**config.mk**
```make
export PLATFORM = sky130hd
export DESIGN_NAME = half_duplex_framer
export DESIGN_NICKNAME = d
export VERILOG_FILES = /design/src/rtl/framer_pkg.sv /design/src/rtl/framer_tx.sv /design/src/rtl/framer_dir.sv /design/src/rtl/framer_rx.sv /design/src/rtl/half_duplex_framer.sv
export SDC_FILE = /design/constraint.sdc
export NUM_CORES = 1
export LEC_CHECK = 0
export CORE_ASPECT_RATIO = 0.8
export CORE_MARGIN = 2
export CORE_UTILIZATION = 40
export CTS_BUF_LIST = sky130_fd_sc_hd__clkbuf_4 sky130_fd_sc_hd__clkbuf_8 sky130_fd_sc_hd__clkbuf_16
export CTS_CLUSTER_SIZE = 10
export DETAILED_ROUTE_END_ITERATION = 7
export GPL_ROUTABILITY_DRIVEN = 0
export GPL_TIMING_DRIVEN = 0
export PLACE_DENSITY = 0.6
export SYNTH_ARGS = -nofsm -noshare
export SYNTH_HDL_FRONTEND = slang
export SYNTH_SLANG_ARGS = --single-unit
```
**constraint.sdc**
```tcl
create_clock -name clk -period 2.7 [get_ports clk]
set_clock_uncertainty 0.2 [all_clocks]
set_input_delay 0.405 -clock clk [delete_from_list [all_inputs] [get_ports clk]]
set_output_delay 0.405 -clock clk [all_outputs]
set_load 0.01 [all_outputs]
```
**src/rtl/framer_pkg.sv**
```systemverilog
package framer_pkg;
    typedef enum logic [1:0] {
        DIR_TX   = 2'd0,
        DIR_HOLD = 2'd1,
        DIR_RX   = 2'd2
    } dir_mode_e;

    typedef enum logic [1:0] {
        RXP_IDLE  = 2'd0,
        RXP_START = 2'd1,
        RXP_DATA  = 2'd2,
        RXP_STOP  = 2'd3
    } rx_phase_e;
endpackage

```
**src/rtl/framer_tx.sv**
```systemverilog
module framer_tx #(
    parameter int CLKS_PER_BIT = 16,
    parameter int DATA_BITS    = 8
) (
    input  logic                 clk,
    input  logic                 rst_n,
    input  logic                 accept,
    input  logic [DATA_BITS-1:0] data,
    output logic                 active,
    output logic                 line
);
    localparam int FRAME_BITS = DATA_BITS + 2;
    localparam int CW         = $clog2(CLKS_PER_BIT);
    localparam int BW         = $clog2(FRAME_BITS + 1);

    typedef struct packed {
        logic                  active;
        logic [FRAME_BITS-1:0] frame;
        logic [CW-1:0]         cnt;
        logic [BW-1:0]         left;
    } tx_state_t;

    tx_state_t st_d, st_q;

    always_comb begin
        st_d = st_q;
        if (st_q.active) begin
            if (st_q.cnt == CW'(CLKS_PER_BIT - 1)) begin
                st_d.cnt   = '0;
                st_d.frame = {1'b1, st_q.frame[FRAME_BITS-1:1]};
                st_d.left  = st_q.left - BW'(1);
                if (st_q.left == BW'(1)) begin
                    st_d.active = 1'b0;
                end
            end else begin
                st_d.cnt = st_q.cnt + CW'(1);
            end
        end else if (accept) begin
            st_d.active = 1'b1;
            st_d.frame  = {1'b1, data, 1'b0};
            st_d.cnt    = '0;
            st_d.left   = BW'(FRAME_BITS);
        end
    end

    always_ff @(posedge clk) begin
        if (!rst_n) begin
            st_q <= '{active: 1'b0, frame: '1, cnt: '0, left: '0};
        end else begin
            st_q <= st_d;
        end
    end

    assign active = st_q.active;
    assign line   = st_q.active ? st_q.frame[0] : 1'b1;
endmodule

```
**src/rtl/framer_dir.sv**
```systemverilog
module framer_dir #(
    parameter int CLKS_PER_BIT = 16
) (
    input  logic clk,
    input  logic rst_n,
    input  logic rx_req,
    input  logic tx_active,
    output logic drive_en,
    output logic rx_run,
    output logic tx_ok
);
    import framer_pkg::*;

    localparam int CW = $clog2(CLKS_PER_BIT);

    typedef struct packed {
        dir_mode_e     mode;
        logic [CW-1:0] cnt;
    } dir_state_t;

    dir_state_t st_d, st_q;

    always_comb begin
        st_d = st_q;
        unique case (st_q.mode)
            DIR_TX: begin
                if (rx_req && !tx_active) begin
                    st_d.mode = DIR_HOLD;
                    st_d.cnt  = '0;
                end
            end
            DIR_HOLD: begin
                if (!rx_req) begin
                    st_d.mode = DIR_TX;
                end else if (st_q.cnt == CW'(CLKS_PER_BIT - 2)) begin
                    st_d.mode = DIR_RX;
                end else begin
                    st_d.cnt = st_q.cnt + CW'(1);
                end
            end
            DIR_RX: begin
                if (!rx_req) begin
                    st_d.mode = DIR_TX;
                end
            end
            default: st_d.mode = DIR_TX;
        endcase
    end

    always_ff @(posedge clk) begin
        if (!rst_n) begin
            st_q <= '{mode: DIR_TX, cnt: '0};
        end else begin
            st_q <= st_d;
        end
    end

    assign drive_en = (st_q.mode != DIR_RX);
    assign rx_run   = (st_q.mode == DIR_RX) && rx_req;
    assign tx_ok    = (st_q.mode == DIR_TX) && !rx_req;
endmodule

```
**src/rtl/framer_rx.sv**
```systemverilog
module framer_rx #(
    parameter int CLKS_PER_BIT = 16,
    parameter int DATA_BITS    = 8
) (
    input  logic                 clk,
    input  logic                 rst_n,
    input  logic                 run,
    input  logic                 line,
    output logic [DATA_BITS-1:0] data,
    output logic                 valid,
    output logic                 frame_err
);
    import framer_pkg::*;

    localparam int CW   = $clog2(CLKS_PER_BIT);
    localparam int HALF = CLKS_PER_BIT / 2;
    localparam int NW   = $clog2(DATA_BITS);

    typedef struct packed {
        logic [2:0]           sync;
        rx_phase_e            phase;
        logic [CW-1:0]        cnt;
        logic [NW-1:0]        nbit;
        logic [DATA_BITS-1:0] shreg;
        logic [DATA_BITS-1:0] data;
        logic                 valid;
        logic                 err;
    } rx_state_t;

    rx_state_t st_d, st_q;
    logic      cur, prev;

    assign cur  = st_q.sync[1];
    assign prev = st_q.sync[2];

    always_comb begin
        st_d       = st_q;
        st_d.sync  = {st_q.sync[1:0], line};
        st_d.valid = 1'b0;
        st_d.err   = 1'b0;
        if (!run) begin
            st_d.phase = RXP_IDLE;
        end else begin
            unique case (st_q.phase)
                RXP_IDLE: begin
                    if (prev && !cur) begin
                        st_d.phase = RXP_START;
                        st_d.cnt   = '0;
                    end
                end
                RXP_START: begin
                    if (st_q.cnt == CW'(HALF - 1)) begin
                        st_d.cnt   = '0;
                        st_d.nbit  = '0;
                        st_d.phase = cur ? RXP_IDLE : RXP_DATA;
                    end else begin
                        st_d.cnt = st_q.cnt + CW'(1);
                    end
                end
                RXP_DATA: begin
                    if (st_q.cnt == CW'(CLKS_PER_BIT - 1)) begin
                        st_d.cnt   = '0;
                        st_d.shreg = {cur, st_q.shreg[DATA_BITS-1:1]};
                        st_d.nbit  = st_q.nbit + NW'(1);
                        if (st_q.nbit == NW'(DATA_BITS - 1)) begin
                            st_d.phase = RXP_STOP;
                        end
                    end else begin
                        st_d.cnt = st_q.cnt + CW'(1);
                    end
                end
                RXP_STOP: begin
                    if (st_q.cnt == CW'(CLKS_PER_BIT - 1)) begin
                        st_d.phase = RXP_IDLE;
                        st_d.data  = st_q.shreg;
                        st_d.valid = 1'b1;
                        st_d.err   = !cur;
                    end else begin
                        st_d.cnt = st_q.cnt + CW'(1);
                    end
                end
                default: st_d.phase = RXP_IDLE;
            endcase
        end
    end

    always_ff @(posedge clk) begin
        if (!rst_n) begin
            st_q <= '{sync: 3'b111, phase: RXP_IDLE, cnt: '0, nbit: '0,
                      shreg: '0, data: '0, valid: 1'b0, err: 1'b0};
        end else begin
            st_q <= st_d;
        end
    end

    assign data      = st_q.data;
    assign valid     = st_q.valid;
    assign frame_err = st_q.err;
endmodule

```
**src/rtl/half_duplex_framer.sv**
```systemverilog
module half_duplex_framer #(
    parameter int CLKS_PER_BIT = 16,
    parameter int DATA_BITS    = 8
) (
    input  logic                 clk,
    input  logic                 rst_n,
    input  logic [DATA_BITS-1:0] tx_data,
    input  logic                 tx_load,
    output logic                 tx_busy,
    input  logic                 rx_req,
    input  logic                 line_in,
    output logic                 line_out,
    output logic                 line_oe,
    output logic [DATA_BITS-1:0] rx_data,
    output logic                 rx_valid,
    output logic                 rx_frame_err
);
    logic tx_active, tx_ok, rx_run, accept;

    assign accept  = tx_load && tx_ok && !tx_active;
    assign tx_busy = tx_active || !tx_ok;

    framer_dir #(.CLKS_PER_BIT(CLKS_PER_BIT)) u_dir (
        .clk       (clk),
        .rst_n     (rst_n),
        .rx_req    (rx_req),
        .tx_active (tx_active),
        .drive_en  (line_oe),
        .rx_run    (rx_run),
        .tx_ok     (tx_ok)
    );

    framer_tx #(.CLKS_PER_BIT(CLKS_PER_BIT), .DATA_BITS(DATA_BITS)) u_tx (
        .clk    (clk),
        .rst_n  (rst_n),
        .accept (accept),
        .data   (tx_data),
        .active (tx_active),
        .line   (line_out)
    );

    framer_rx #(.CLKS_PER_BIT(CLKS_PER_BIT), .DATA_BITS(DATA_BITS)) u_rx (
        .clk       (clk),
        .rst_n     (rst_n),
        .run       (rx_run),
        .line      (line_in),
        .data      (rx_data),
        .valid     (rx_valid),
        .frame_err (rx_frame_err)
    );
endmodule

```
; ---- Word level (Yosys, flattened, before mapping)
; Cells that the tools add are included.
[totals]
register_bits = 55
output_inout_bits = 13
elab_cells = 99
[op_classes]
n_addsub = 5
n_eq_ne = 24
mux = 29
reduce_logical = 27
[op_table]
columns = cell, n
row1 = 19-bit 2-to-1 mux, 2
row2 = 4-bit 2-to-1 mux, 7
row3 = 6-bit one-hot mux with 4 select lines, 1
row4 = 11-bit 2-to-1 mux, 2
row5 = 2-bit 2-to-1 mux, 9
row6 = 3-bit AND reduction, 5
row7 = 4-bit by 1-bit adder with 4-bit output (second input constant), 3
row8 = 4-bit == test (second input constant), 3
row9 = 6-bit 2-to-1 mux, 2
row10 = 2-bit by 1-bit inequality test with 1-bit output (second input constant), 6
row11 = 2-bit inequality test (second input constant), 6
row12 = 4-bit AND reduction, 3
row13 = 4-bit one-hot mux with 2 select lines, 1
row14 = 2-bit == test (second input constant), 3
row15 = 1-bit logical AND, 6
row16 = 2-bit one-hot mux with 3 select lines, 1
row17 = 3-bit one-hot mux with 2 select lines, 1
row18 = 2-bit nonzero test, 3
row19 = 5-bit AND reduction, 1
row20 = 2-bit by 1-bit == test with 1-bit output (second input constant), 2
row21 = 4-bit by 1-bit == test with 1-bit output (second input constant), 1
row22 = 4-bit by 3-bit == test with 1-bit output (second input constant), 1
row23 = 1-bit zero test, 4
row24 = 2-bit zero test, 2
row25 = other kinds (8), 10

; ---- Depth between registers and ports, before layout
[logic_depth]
depth_word = 6
mapped_depth = 6
mapped_depth_nobuf = 6

; ---- Cells and area by module
; Synthesis repeated with hierarchy kept, for this count alone.
[unflattened]
cells_unflattened = 279
hier_area_um2 = 2536.2
[by_module_without_submodules]
columns = module, instances, cells_each, area_each_um2, seq_area_each_um2
row1 = framer_rx, 1, 140, 1310.0, 600.6
row2 = framer_tx, 1, 96, 853.3, 380.4
row3 = framer_dir, 1, 41, 357.8, 120.1
row4 = half_duplex_framer, 1, 2, 15.0, 0.0

; ---- Worst setup path after synthesis
; No wires, ideal clock.
[synth_path]
path_type = input to register
start = in rx_req
end = reg u_tx.st_q[2] (netlist bit)
setup_time_ps = 70
arrival_ps = 1586
required_ps = 2430
setup_slack_ps = 844
stages = 4
path_buffers = 0
cell_sequence = or4b_4 -> mux2_2 -> or3_1 -> a21boi_1
[synth_via]
elab_chain_len = 6
[synth_rtl]
columns = item, line_no
row1 = from (decl), half_duplex_framer.sv:10  ; input logic rx_req,
row2 = 1-bit zero test, n/a
row3 = 1-bit logical AND, framer_dir.sv:60  ; assign tx_ok = (st_q.mode == DIR_TX) && !rx_req;
row4 = 1-bit logical AND (2 in a row), half_duplex_framer.sv:20  ; assign accept = tx_load && tx_ok && !tx_active;
row5 = 2-bit nonzero test (no line), n/a
row6 = 2-bit AND reduction (no line), n/a
row7 = to (signal assigned), framer_tx.sv:48  ; st_q <= '{active: 1'b0, frame: '1, cnt: '0, left: '0};
row8 = to (signal assigned), framer_tx.sv:50  ; st_q <= st_d;
row9 = to (decl), framer_tx.sv:23  ; tx_state_t st_d, st_q;
; Every way passes these cells.
; A chain may end at the register's enable or synchronous reset.

; ---- Worst setup path in the final report
[layout_path]
start = in rx_req
end = out tx_busy
[layout_via]
elab_chain_len = 4
[layout_rtl]
columns = item, line_no
row1 = 1-bit zero test, n/a
row2 = 1-bit logical AND, framer_dir.sv:60
row3 = 1-bit zero test, half_duplex_framer.sv:21  ; assign tx_busy = tx_active || !tx_ok;
row4 = 1-bit logical OR, half_duplex_framer.sv:21
row5 = to (decl), half_duplex_framer.sv:9  ; output logic tx_busy,
; Every way passes these cells.

==> summary.md <==
| Metric | Value |
|---|---|
| Outcome | finished, final reports clean |
| First-pass GRT wire length | 7750 um |
| DIE WIDTH | 91.0 um |
| FF+latch area | 1100 um2 |
| DRT iter0 DRCs | 52 |
| Lkg Pwr | 1.15 nW |
| Max Slew Vio Count | 0 |
| IO Port Bufs | 25 |
| Post-Route WL | 4500 um |
| Clock Root Buffer | clkbuf_8 |
| Hold path cells | 1 |
| Cells after synthesis | 260 |
| Worst setup SP type | primary input |
| Worst Path Required | 2.10 ns |
| Synth top cells by count | dfxtp_1, nor2_1, nand2_1 |
| Starting density of the core | 0.412 |
| RSZ-0062 raised after global routing | no |
| Crit Reg-Reg Endpoint | u_rx.st_q[17]$_SDFFE_PN0P_ |
| Net count, final | 313 |
| Synth Area in Compound Gates | 0.127 |
| Worst slew pin tran | 0.563 ns |
| Min Tclk post-route | 2.28 ns |
| Post-synthesis xor/xnor area fraction | 0.0109 |
| Wire length per cell | 12.0 um |
| # IOs | 26 |
| Initial antenna violation count | 0 |
| Post-CTS setup buffers | 0 |
| Post-Synth Simple-Gate Area | 0.226 |
| Total CTS buffers | 5 |
| Reg2reg path depth | 6 |
| Setup violations, final | 0 |
| CP Class | in2out |
| Arrival time of the worst setup path | 1.67 ns |
| CTS Hold Buffers Added | 0 |
| Total core area | 5880 um2 |
| Post-synthesis register bit count | 55 |
| Crit share post-route | 0.844 |
| Final TNS setup | 0 ns |
| TritonRoute pass-1 iters | 4 |
| Area growth, synth to finish | 19.4% |
| Post-synth EDFFs | 0 |
| FP Rows | 25 |
| R2r setup slk | 0.65 ns |
| WHS Endpoint | u_rx.cur$_SDFF_PN1_ |
| Multiplexer share of the synthesized area | 0.0837 |
| Pin count of the biggest net entering global routing | 20 |
| Max_cap viols | 0 |
| DRC violations left | 0 |
| CP Max Fanout | 8 |
| ANT nets after route | 0 |
| Syn. warnings | 0 |
| Final hold vios | 0 |
| Hold_sp | u_rx.st_d[28]$_SDFF_PN1_ |
| GRT overflow | 0 |
| Synth top area share | 0.455 |
| Critical Path End Type | output pin |
| Post-synthesis adder-cell area fraction | 0.0413 |
| Ys flop type | dfxtp_1 |
| Antenna diodes | 0 |
| Worst hold path type | reg2reg |
| Synth unique cells | 47 |
| Layout cell share with drive strength beyond 1 | 0.0819 |
| Max clock buf depth | 2 |
| Synth area leaders | dfxtp_1, mux2i_1, nor2_1 |
| Vias after detailed routing | 1853 |
| Syn nets | 281 |
| Register area share after synthesis | 0.455 |
| Final Core Density | 0.492 |
| Async set-reset flop share out of synthesis | 0 |
| Max Fclk | 439 MHz |
| Mapped Area | 2420 um2 |
| Pwr per Cell Area | 527 nW/um2 |
| Multi-input logic area | 1180 um2 |
| Worst skew pair latency | 0.32 ns |
| DR vias/cell | 4.95 |
| Post-DP HPWL | 3230 um |
| Die ar. | 6690 um2 |
| Clock Pin Slew Worst Setup and Hold Paths | 0.09 ns |
| CTS tree | built |
| Number of global-route vias before repair | 1711 |
| # H-tree levels | 2 |
| Largest family of logic cells by synthesized area | simple AND/OR/NAND/NOR gates |
| Worst ir drop on vdd | 0.000268 V |
| Crit Reg-Reg Startpoint | u_rx.st_q[21]$_SDFFE_PN0P_ |
| Clock sink count | 55 |
| Fillers | 599 |
| Max-slew headroom | 0.625 |
| CTS resizes | 0 |
| Most numerous cell in the Yosys netlist | dfxtp_1 |
| Syn Area/Cell | 9.31 um2 |
| Die Span Y | 73.6 um |
| Tot GR Track Use | 0.145 |
| Synth area leader | dfxtp_1 |
==> worst max path at each step <==
stage                                     from                         to  slack, ns
floorplan                               rx_req  u_tx.st_q[2]$_SDFFE_PN0P_       0.84
global placement                        rx_req  u_tx.st_q[1]$_SDFFE_PN0P_       0.17
detailed placement                      rx_req  u_tx.st_q[1]$_SDFFE_PN0P_       0.17
CTS                                     rx_req                    tx_busy       0.40
global route        u_dir.st_q[4]$_SDFFE_PN0P_                    tx_busy       0.32
finish                                  rx_req                    tx_busy       0.42
==> worst max-delay path, cell delays in order <==
cell             delay (ns)
clkdlybuf4s50_1        0.60
nand2b_1               0.14
clkdlybuf4s50_1        0.53
==> per-stage QoR <==
step | instances | area [um2] | worst slack, ns | hold WS [ns] | power (W)
global route | 374 | 2890 | 0.318 | 0.232 | 0.00159
detailed placement | 366 | 2770 | 0.173 | 0.194 | 0.000964
finish | 374 | 2890 | 0.420 | 0.216 | 0.00152
floorplan | 260 | 2420 | 0.844 | 0.186 | 0.000922
global placement | 366 | 2770 | 0.168 | 0.195 | 0.000964
CTS | 374 | 2890 | 0.405 | 0.217 | 0.00155
==> registers in the layout (all words and copies together) (netlist names), named ones only <==
name	flops
u_rx.valid	1
u_rx.data	8
u_rx.st_d	1
u_rx.st_q	16
u_rx.frame_err	1
u_rx.prev	1
u_tx.active	1
u_tx.st_q	18
u_rx.cur	1
u_dir.st_q	6
==> power breakdown <==
part	switching [W]	total (W)	internal, W	leakage, nW
clock	0.000292	0.000579	0.000286	0.0607
combinational	0.0000532	0.000103	0.0000494	0.644
sequential	0.0000121	0.000841	0.000829	0.446
==> layout make-up <==
class	count	share of cell area
tap	81	0.0350
inverter	5	0.00649
buffer	22	0.0411
timing repair buffer	25	0.0865
clock inverter	3	0.0173
clock buffer	5	0.0238
sequential	55	0.381
multi-input combinational	178	0.409
==> kinds of logic after synthesis <==
group	count (synthesis)
and+or+nand+nor	109
DFF	55
AOI/OAI and AO/OA	38
buffers and inverters	27
muxes	20
adders and majority gates	8
xor gates and xnor gates	3
==> routing by layer <==
layer	wire length (um)	part of all wire	vias to the layer above	global-route usage
met5	0	0	-	0
met4	78	0.017	0	0.0673
met3	119	0.026	7	0.0318
met2	1950	0.43	24	0.220
met1	2350	0.52	850	0.200
li1	-	-	972	-
==> placed cells by master, fill, tap and decap left out, drive strengths merged, types with 5 or more instances in the layout <==
cell type	synthesis	routed
nand3	8	8
clkbuf	11	16
inv	5	7
nor2	31	31
ha	8	8
nand2b	11	11
dfxtp	55	55
clkdlybuf4s50	0	25
nand2	29	29
a21oi	5	5
a221oi	10	10
buf	11	11
mux2i	18	18
Note: power is estimated with default switching activity, not from simulation.
